**src/rtl/predec_pkg.sv**
```systemverilog
package predec_pkg;
    localparam int BYTE_W = 8;

    typedef enum logic [1:0] {
        OPK_REG    = 2'd0,
        OPK_REGPTR = 2'd1,
        OPK_IMM    = 2'd2,
        OPK_IMMPTR = 2'd3
    } opnd_kind_t;

    typedef enum logic [1:0] {
        AR_NONE = 2'd0,
        AR_SRC  = 2'd1,
        AR_BOTH = 2'd2,
        AR_BAD  = 2'd3
    } arity_t;

    typedef enum logic [2:0] {
        S_CW_LO, S_CW_HI, S_SRC, S_TGT, S_EMIT
    } state_t;

    // control word view, MSB first (R2 bit positions)
    typedef struct packed {
        logic [1:0] size;
        logic [5:0] opcode;
        logic       rsvd;
        logic [2:0] cond;
        logic [1:0] tgt;
        logic [1:0] src;
    } ctrl_t;

    // byte count of one operand
    function automatic logic [2:0] opnd_bytes(input logic [1:0] kind, input logic [1:0] size);
        logic [2:0] n;
        unique case (opnd_kind_t'(kind))
            OPK_REG, OPK_REGPTR: n = 3'd1;
            OPK_IMMPTR:          n = 3'd4;
            default:             n = (size == 2'd0) ? 3'd1 : (size == 2'd1) ? 3'd2 : 3'd4;
        endcase
        return n;
    endfunction
endpackage

```
**src/rtl/predec_arity.sv**
```systemverilog
module predec_arity
    import predec_pkg::*;
(
    input  logic [5:0] opcode,
    output arity_t     arity
);
    // operand classes
    always_comb begin
        case (opcode) inside
            6'h00, 6'h0C, 6'h0D, 6'h10, 6'h1C, 6'h1D, 6'h20, 6'h2A, 6'h3A:
                arity = AR_NONE;
            [6'h08:6'h0A], 6'h11, [6'h18:6'h1A], 6'h28, 6'h29, 6'h2C, 6'h2D,
            6'h31, 6'h33, 6'h3D:
                arity = AR_SRC;
            [6'h01:6'h07], 6'h0B, [6'h13:6'h17], 6'h1B, [6'h21:6'h27],
            6'h32, 6'h34, 6'h35, 6'h39:
                arity = AR_BOTH;
            default:
                arity = AR_BAD;
        endcase
    end
endmodule

```
**src/rtl/predec_cond.sv**
```systemverilog
module predec_cond (
    input  logic [2:0] cond,
    input  logic       flag_z,
    input  logic       flag_c,
    output logic       pass,
    output logic       reserved
);
    // condition table, R7 reserved code
    always_comb begin
        reserved = 1'b0;
        unique case (cond)
            3'd0: pass = 1'b1;
            3'd1: pass = flag_z;
            3'd2: pass = !flag_z;
            3'd3: pass = flag_c;
            3'd4: pass = !flag_c;
            3'd5: pass = !flag_z && !flag_c;
            3'd6: pass = flag_z || flag_c;
            default: begin
                pass     = 1'b0;
                reserved = 1'b1;
            end
        endcase
    end
endmodule

```
**src/rtl/insn_predecode.sv**
```systemverilog
module insn_predecode
    import predec_pkg::*;
#(
    parameter int VAL_W   = 32,
    parameter int LEN_W   = 4,
    parameter int MAX_REG = 34
) (
    input  logic             clk,
    input  logic             rst_n,
    input  logic             in_valid,
    input  logic [7:0]       in_byte,
    output logic             in_ready,
    input  logic             flag_z,
    input  logic             flag_c,
    output logic             out_valid,
    input  logic             out_ready,
    output logic [1:0]       out_src_kind,
    output logic [1:0]       out_tgt_kind,
    output logic [2:0]       out_cond,
    output logic [5:0]       out_opcode,
    output logic [1:0]       out_size,
    output logic [VAL_W-1:0] out_src_val,
    output logic [VAL_W-1:0] out_tgt_val,
    output logic [LEN_W-1:0] out_len,
    output logic             out_exec,
    output logic             out_invalid
);
    localparam int NBYTES = VAL_W / BYTE_W;
    localparam int CNT_W  = (NBYTES > 1) ? $clog2(NBYTES) : 1;

    state_t            state, state_nx;
    logic [7:0]        cw_lo;
    ctrl_t             ctrl, view;
    logic [CNT_W-1:0]  cnt;
    logic [VAL_W-1:0]  src_val, tgt_val;
    logic              bad_reg, exec_r;

    arity_t            arity;
    logic              pass, cond_rsvd, hdr_bad, take, last, reg_bad_now;
    logic [2:0]        src_n, tgt_n, cur_n;
    logic [1:0]        cur_kind;

    // while the high byte arrives the header is judged from the wire
    assign view = (state == S_CW_HI) ? ctrl_t'({in_byte, cw_lo}) : ctrl;

    predec_arity u_arity (.opcode(view.opcode), .arity(arity));
    predec_cond  u_cond  (.cond(view.cond), .flag_z(flag_z), .flag_c(flag_c),
                          .pass(pass), .reserved(cond_rsvd));

    // malformed header
    assign hdr_bad  = view.rsvd || (view.size == 2'd3) || cond_rsvd || (arity == AR_BAD);
    assign src_n    = opnd_bytes(view.src, view.size);
    assign tgt_n    = opnd_bytes(view.tgt, view.size);
    assign cur_kind = (state == S_TGT) ? view.tgt : view.src;
    assign cur_n    = (state == S_TGT) ? tgt_n : src_n;
    assign take     = in_valid && in_ready;
    assign last     = ({{(3-CNT_W){1'b0}}, cnt} == cur_n - 3'd1);
    // R8 register number range
    assign reg_bad_now = (cur_kind == OPK_REG || cur_kind == OPK_REGPTR) &&
                         (in_byte > 8'(MAX_REG));

    always_comb begin
        state_nx = state;
        unique case (state)
            S_CW_LO: if (take) state_nx = S_CW_HI;
            S_CW_HI: if (take) state_nx = (hdr_bad || arity == AR_NONE) ? S_EMIT : S_SRC;
            S_SRC:   if (take && last) state_nx = (arity == AR_BOTH) ? S_TGT : S_EMIT;
            S_TGT:   if (take && last) state_nx = S_EMIT;
            S_EMIT:  if (out_ready) state_nx = S_CW_LO;
            default: state_nx = S_CW_LO;
        endcase
    end

    always_ff @(posedge clk) begin
        if (!rst_n) state <= S_CW_LO;
        else        state <= state_nx;
    end

    always_ff @(posedge clk) begin
        if (!rst_n) begin
            cw_lo   <= '0;
            ctrl    <= '0;
            cnt     <= '0;
            src_val <= '0;
            tgt_val <= '0;
            bad_reg <= 1'b0;
            exec_r  <= 1'b0;
        end else if (take) begin
            unique case (state)
                S_CW_LO: cw_lo <= in_byte;
                S_CW_HI: begin
                    ctrl    <= view;
                    cnt     <= '0;
                    src_val <= '0;
                    tgt_val <= '0;
                    bad_reg <= 1'b0;
                    exec_r  <= pass && !hdr_bad;
                end
                S_SRC, S_TGT: begin
                    for (int i = 0; i < NBYTES; i++) begin
                        if (cnt == CNT_W'(i)) begin
                            if (state == S_SRC) src_val[i*BYTE_W +: BYTE_W] <= in_byte;
                            else                tgt_val[i*BYTE_W +: BYTE_W] <= in_byte;
                        end
                    end
                    cnt     <= last ? '0 : cnt + 1'b1;
                    bad_reg <= bad_reg || reg_bad_now;
                    // flags of the final accepted byte decide
                    exec_r  <= pass && !bad_reg && !reg_bad_now;
                end
                default: ;
            endcase
        end
    end

    always_comb begin
        in_ready     = (state != S_EMIT);
        out_valid    = (state == S_EMIT);
        out_src_kind = ctrl.src;
        out_tgt_kind = ctrl.tgt;
        out_cond     = ctrl.cond;
        out_opcode   = ctrl.opcode;
        out_size     = ctrl.size;
        out_src_val  = src_val;
        out_tgt_val  = tgt_val;
        out_exec     = exec_r;
        out_invalid  = hdr_bad || bad_reg;
        // length
        out_len      = LEN_W'(2);
        if (!hdr_bad && arity != AR_NONE) out_len = out_len + LEN_W'(src_n);
        if (!hdr_bad && arity == AR_BOTH) out_len = out_len + LEN_W'(tgt_n);
    end
endmodule

```
**config.mk**
```make
export PLATFORM = sky130hd
export DESIGN_NAME = insn_predecode
export DESIGN_NICKNAME = d
export VERILOG_FILES = /design/src/rtl/predec_pkg.sv /design/src/rtl/predec_arity.sv /design/src/rtl/predec_cond.sv /design/src/rtl/insn_predecode.sv
export SDC_FILE = /design/constraint.sdc
export NUM_CORES = 1
export LEC_CHECK = 0
export ABC_CLOCK_PERIOD_IN_PS = 4900
export BUFFER_PORTS_ARGS = -buffer_cell sky130_fd_sc_hd__buf_4
export CORE_UTILIZATION = 55
export DETAILED_ROUTE_END_ITERATION = 6
export PLACE_DENSITY = 0.81
export SYNTH_ARGS = -nofsm -noshare
export SYNTH_HDL_FRONTEND = slang
export SYNTH_SLANG_ARGS = --single-unit
```
**constraint.sdc**
```tcl
create_clock -name clk -period 4.9 [get_ports clk]
set_input_delay 0.98 -clock clk [delete_from_list [all_inputs] [get_ports clk]]
set_output_delay 0.98 -clock clk [all_outputs]
set_load 0.01 [all_outputs]
```
==> metrics, run 1 <==
status=completed; CTS tree=built; Seq/Total Area, Yosys=0.382; Setup TNS Final=0 ps; Lkg Pwr=2.31 nW; critical path arrival=3680 ps; GR Layer Usage met2=0.433; dpl hpwl=8890 µm; drt via density=5.72; number of global-route vias before repair=4136; maximum root-to-sink buffer count=2; syn_nets=609; Die X=97.2 µm; Simple-Gate Fraction of Synth Area=0.246; Routed WL=12800 µm; M1 GR Usage=0.351; Hold Fails Final Rpt=0; mux share of post-synthesis cell area=0.0836; most used flip-flop cell after synthesis=dfxtp_1; Final setup viols=0; antenna cells=0; die span in y=97.2 µm; layout cells sized above 1=0.214; drt drc=0; critical path launch point type=flip-flop; worst hold path class=flip-flop to flip-flop; clock latency at the later pin of the worst-skew pair=370 ps; Vias=4341; met3 usage=0.0712; number of buffers created by CTS=9; largest family of logic cells by synthesized area=simple AND/OR/NAND/NOR gates; gr busiest metal=met2; Port Buf Inserts=100; first-pass GRT wire length=20700 µm; DRT Pass-1 Iters=5; Slew HR=0.352; Avg Synthesized Cell Area=8.51 µm²; reg-to-reg slack, setup=1260 ps; Slew @ Worst Pin=964 ps; # resized after CTS=0; cells on worst reg2reg path=10; Critical R2R Launch=state[2]$_SDFFE_PN0P_; Final WS setup=238 ps; crit path from=state[1]$_SDFFE_PN0P_; #FFs+latches synth=95; routability cong.=0.974; Nets=670; adder-cell share of the synthesized area=0.0266; Iter 0 DRT Violations=238; # H-tree levels=3; antenna-violating nets left=0; Post-CTS Setup Inserts=0; core area=0.00876 mm²; mapped cell area=0.00498 mm²; Period minus WS final=4660 ps; R2R Path End=state[1]$_SDFFE_PN0P_; CTS Hold Buffers Added=0; Setup CP Type=flip-flop to primary output; crit share post-route=0.951; gr ovfl total=0; worst-path fanout max=13; MaxCap Viol Count=0; Synth Area in XOR/XNOR=0.00703; Place WS=535 ps; Clk pin slew, worst setup/hold paths=100 ps; fillcell total=736; Starting Density=0.568; initial antenna violation count=0; Routed WL per cell=16.8 µm; Core Util, Final=0.664; crit end category=primary output; Top Ports=101; final clock skew=9.69 ps; share of flip-flops with an asynchronous set or reset=0; compound-cell area share of the yosys netlist=0.192; Post-synth EDFFs=0; Netlist cell types=61; num rows=34; Yosys warning count=0; RSZ-0062 raised after global routing=no; CTS sink count=95; Setup crit end=out_len[3]; highest clock rate=215 MHz; PD cells=274 mW/mm²; largest net degree at the start of global routing=98; Die Area=0.00944 mm²; synthesized netlist cell count=585; CTS root buf=clkbuf_8; Final Max Tran Viols=0; WP data required=3920 ps; area delta synth->final=16.9%; worst vdd ir=224 µV; gr usage total=0.272
[per-layer routing]
metal	share of wire	vias to the layer above
met5	0	-
met4	0.023	0
met3	0.073	23
met2	0.47	159
met1	0.44	2028
li1	-	2131
[cells in the final DEF (no fill, tap or decap), types with 3 or more instances in the layout]
master,instances
buf_4,105
dfxtp_1,95
nand2_1,94
a21boi_0,48
nor2b_1,46
nand3_1,35
mux2i_1,30
a22oi_1,24
nor2_1,22
and2_1,15
a21oi_1,13
nor3_1,11
ha_1,9
clkbuf_8,9
inv_1,8
mux2_2,8
o21ai_0,7
nand2b_1,5
o211ai_1,5
nor3b_1,4
a2111oi_0,3
o21ai_1,3
a21boi_1,3
xnor2_1,3
[how the worst min path moves through the flow]
stage | end | cells past startpoint | startpoint | slack (ps)
final | ctrl[7]$_SDFFE_PN0P_ | 2 | ctrl[7]$_SDFFE_PN0P_ | 480
after global routing | ctrl[7]$_SDFFE_PN0P_ | 2 | ctrl[7]$_SDFFE_PN0P_ | 510
after CTS | ctrl[7]$_SDFFE_PN0P_ | 2 | ctrl[7]$_SDFFE_PN0P_ | 480
after detailed placement | out_exec$_SDFFE_PN0P_ | 2 | out_exec$_SDFFE_PN0P_ | 460
after global placement | ctrl[7]$_SDFFE_PN0P_ | 2 | ctrl[7]$_SDFFE_PN0P_ | 450
after floorplan | ctrl[7]$_SDFFE_PN0P_ | 2 | ctrl[7]$_SDFFE_PN0P_ | 440
[critical path, cell delays in order, from the launching register on]
cell and delay, ps:
dfxtp_1 580, or3b_1 480, buf_4 300, mux2i_1 290
nor2_1 60, and2_1 210, ha_1 320, and2_1 150
ha_1 300, nor2b_1 140, o21ai_1 160, xor2_1 170
buf_4 140
[Yosys cell counts, types with 2 or more instances]
master      n  area, µm²
dfxtp_1    95       1900
buf_6       2       22.5
a2111oi_0   3       26.3
buf_2       4       20.0
nand3_1    35        175
nor3b_1     4       30.0
inv_1       8       30.0
buf_1       5       18.8
buf_4      15        113
nor2_1     22       82.6
o21ai_1     3       15.0
o22ai_1     2       12.5
o21ai_0     7       35.0
nor3_1     11       55.1
a21boi_1    3       22.5
a21oi_1    13       65.1
o211ai_1    5       37.5
a22oi_1    24        180
a21boi_0   48        360
a21o_1      2       15.0
nand4_1     2       12.5
mux2_2      8       90.1
xnor2_1     3       26.3
and2_1     15       93.8
nor2b_1    46        288
ha_1        9        113
clkbuf_1   29        109
nand2b_1    5       31.3
mux2i_1    30        300
a32o_1      2       20.0
nand2_1    94        353
a41oi_1     2       17.5
[final cells by class]
class / instances / area, µm² / share of cell area
Sequential cell: 95 / 1900 / 0.327
Tap cell: 108 / 135 / 0.0232
Inverter: 8 / 30.0 / 0.00516
Timing Repair Buffer: 105 / 788 / 0.135
Multi-Input combinational cell: 427 / 2770 / 0.475
Clock buffer: 9 / 124 / 0.0213
Clock inverter: 7 / 77.6 / 0.0133
[through the flow]
step	power, W	cell area, µm²	hold slack [ps]	std cells
detailed placement	0.00107	5620	464	743
floorplan	0.000998	4980	443	585
CTS	0.00160	5820	480	759
finish	0.00160	5820	477	759
global placement	0.00106	5620	453	743
global route	0.00166	5820	511	759
[where the power goes]
group / switching [W] / total [W] / internal (W)
combinational: 0.000148 / 0.000252 / 0.000104
clock: 0.000303 / 0.000545 / 0.000243
sequential: 0.0000165 / 0.000801 / 0.000784
total: 0.000467 / 0.00160 / 0.00113
[cell families after synthesis]
logic type | after synthesis
fa+ha+maj | 10
xor+xnor | 4
buf+inv | 63
mux | 40
compound gates | 127
simple gates | 246
flops | 95
No activity file was read; power rests on OpenSTA's default activity.
==> run 2, diff against run 1 <==
--- a/config.mk
+++ b/config.mk
@@ -9,7 +9,7 @@
 export BUFFER_PORTS_ARGS = -buffer_cell sky130_fd_sc_hd__buf_4
 export CORE_UTILIZATION = 55
 export DETAILED_ROUTE_END_ITERATION = 6
-export PLACE_DENSITY = 0.81
+export PLACE_DENSITY = 0.8
 export SYNTH_ARGS = -nofsm -noshare
 export SYNTH_HDL_FRONTEND = slang
 export SYNTH_SLANG_ARGS = --single-unit
==> metrics, run 2 (synthesized netlist as in run 1, its figures left out) <==
status=completed; dpl hpwl=9260 µm (+4.1%); MaxCap Viol Count=0 (unchanged); # H-tree levels=3 (unchanged); Top Ports=101 (unchanged); Routed WL=13300 µm (+4.0%); gr usage total=0.281 (+0.00890); Die X=97.2 µm (unchanged); CTS tree=built; Die Area=0.00944 mm² (unchanged); worst hold path class=flip-flop to flip-flop; Nets=670 (unchanged); Clk pin slew, worst setup/hold paths=100 ps (about the same); worst vdd ir=203 µV (-9.6%); largest net degree at the start of global routing=98 (unchanged); Lkg Pwr=2.31 nW (+0.21%); routability cong.=0.921 (-5.5%); Vias=4450 (+2.5%); core area=0.00876 mm² (unchanged); first-pass GRT wire length=21400 µm (+3.6%); PD cells=277 mW/mm² (+1.0%); initial antenna violation count=0 (unchanged); Port Buf Inserts=100 (unchanged); antenna-violating nets left=0 (unchanged); Post-CTS Setup Inserts=0 (unchanged); Core Util, Final=0.666 (+0.00157); Routed WL per cell=17.5 µm (+4.0%); most common cell after layout, fill and taps aside=buf_4; final clock skew=9.47 ps (-0.215 ps); clock latency at the later pin of the worst-skew pair=380 ps (about the same); Pwr Total=0.00162 W (+1.3%); critical path launch point type=flip-flop; CP Cell Sequence=or3b_4, mux2i_1, a21o_1, nand4_1, nor2_2, nand2_1, ha_1, a21oi_1, nor2b_1, o21ai_1, xor2_1, buf_4; CTS sink count=95 (unchanged); highest clock rate=222 MHz (+3.3%); crit share post-route=0.921 (-0.0300); DRT Pass-1 Iters=5 (unchanged); die span in y=97.2 µm (unchanged); gr ovfl total=0 (unchanged); Setup TNS Final=0 ps (unchanged); most frequent cells in the layout=buf_4, dfxtp_1, nand2_1; hold slack final=473 ps (-4.53 ps); Starting Density=0.568 (unchanged); drt drc=0 (unchanged); RSZ-0062 raised after global routing=no; CTS root buf=clkbuf_8; num rows=34 (unchanged); critical path arrival=3530 ps (-150 ps); Final setup viols=0 (unchanged); crit end category=primary output; drt via density=5.86 (+2.5%); antenna cells=0 (unchanged); Period minus WS final=4510 ps (-147 ps); Place WS=546 ps (+10.9 ps); # resized after CTS=0 (unchanged); layout cells sized above 1=0.215 (+0.00154); number of global-route vias before repair=4148 (+0.29%); WP data required=3920 ps (about the same); area delta synth->final=17.2%; Hold Fails Final Rpt=0 (unchanged); number of buffers created by CTS=9 (unchanged); Final Max Tran Viols=0 (unchanged); maximum root-to-sink buffer count=2 (unchanged); Slew @ Worst Pin=1040 ps (+75.2 ps); crit path max-delay cell type=or3b_4; Final WS setup=385 ps (+147 ps); CTS Hold Buffers Added=0 (unchanged); Slew HR=0.302 (-0.0505); Iter 0 DRT Violations=223 (-6.3%); worst-path fanout max=13 (unchanged); Crit path largest cell delay=530 ps (-50 ps); Setup CP Type=flip-flop to primary output
## run 2: cell counts in the layout (fill, tap and decap cells not counted)
Identical to the previous run, type by type.
## run 2: path summary, 6_finish.rpt
path / from / endpoint / slack [ps] / depth (start not counted)
worst max register to register: state[1]$_SDFFE_PN0P_ / state[2]$_SDFFE_PN0P_ / 1390 / 10
worst max-delay path: state[1]$_SDFFE_PN0P_ / out_len[3] / 390 / 12
worst min register to register: ctrl[7]$_SDFFE_PN0P_ / ctrl[7]$_SDFFE_PN0P_ / 470 / 2
worst min-delay path: ctrl[7]$_SDFFE_PN0P_ / ctrl[7]$_SDFFE_PN0P_ / 470 / 2
## run 2: layout make-up
type                    count  area (µm²)
clock buffers               9         124
clock inverters             7        88.8
repair buffers            105         788
inverters                   8        30.0
flip-flops and latches     95        1900
fillers                   758        2930
well taps                 108         135
multi-input cells         427        2770
## run 2: stage by stage
stage / area [µm²] / cells
6_report: 5840 / 759
2_1_floorplan: 4980 / 585
3_5_place_dp: 5620 / 743
3_3_place_gp: 5620 / 743
4_1_cts: 5830 / 759
5_1_grt: 5840 / 759
## run 2: metal layers
layer	vias up	GRT usage	share of wire
met5	-	0	0
met4	0	0.0861	0.013
met3	15	0.0568	0.071
met2	151	0.467	0.48
met1	2148	0.367	0.43
li1	2136	-	-
## run 2: power by group
part	internal [W]	switching, W
Combinational	0.000105	0.000152
Sequential	0.000784	0.0000164
Clock	0.000247	0.000313
Total	0.00114	0.000481
## run 2: worst max-delay path, delay by kind of cell, from the launching register on
kind / cells / cell delay, ps
adders and majority gates: 1 / 300
and+or+nand+nor: 5 / 1260
buffers and inverters: 1 / 140
DFF: 1 / 440
muxes: 1 / 420
xor gates and xnor gates: 1 / 170
AOI/OAI and AO/OA: 3 / 420
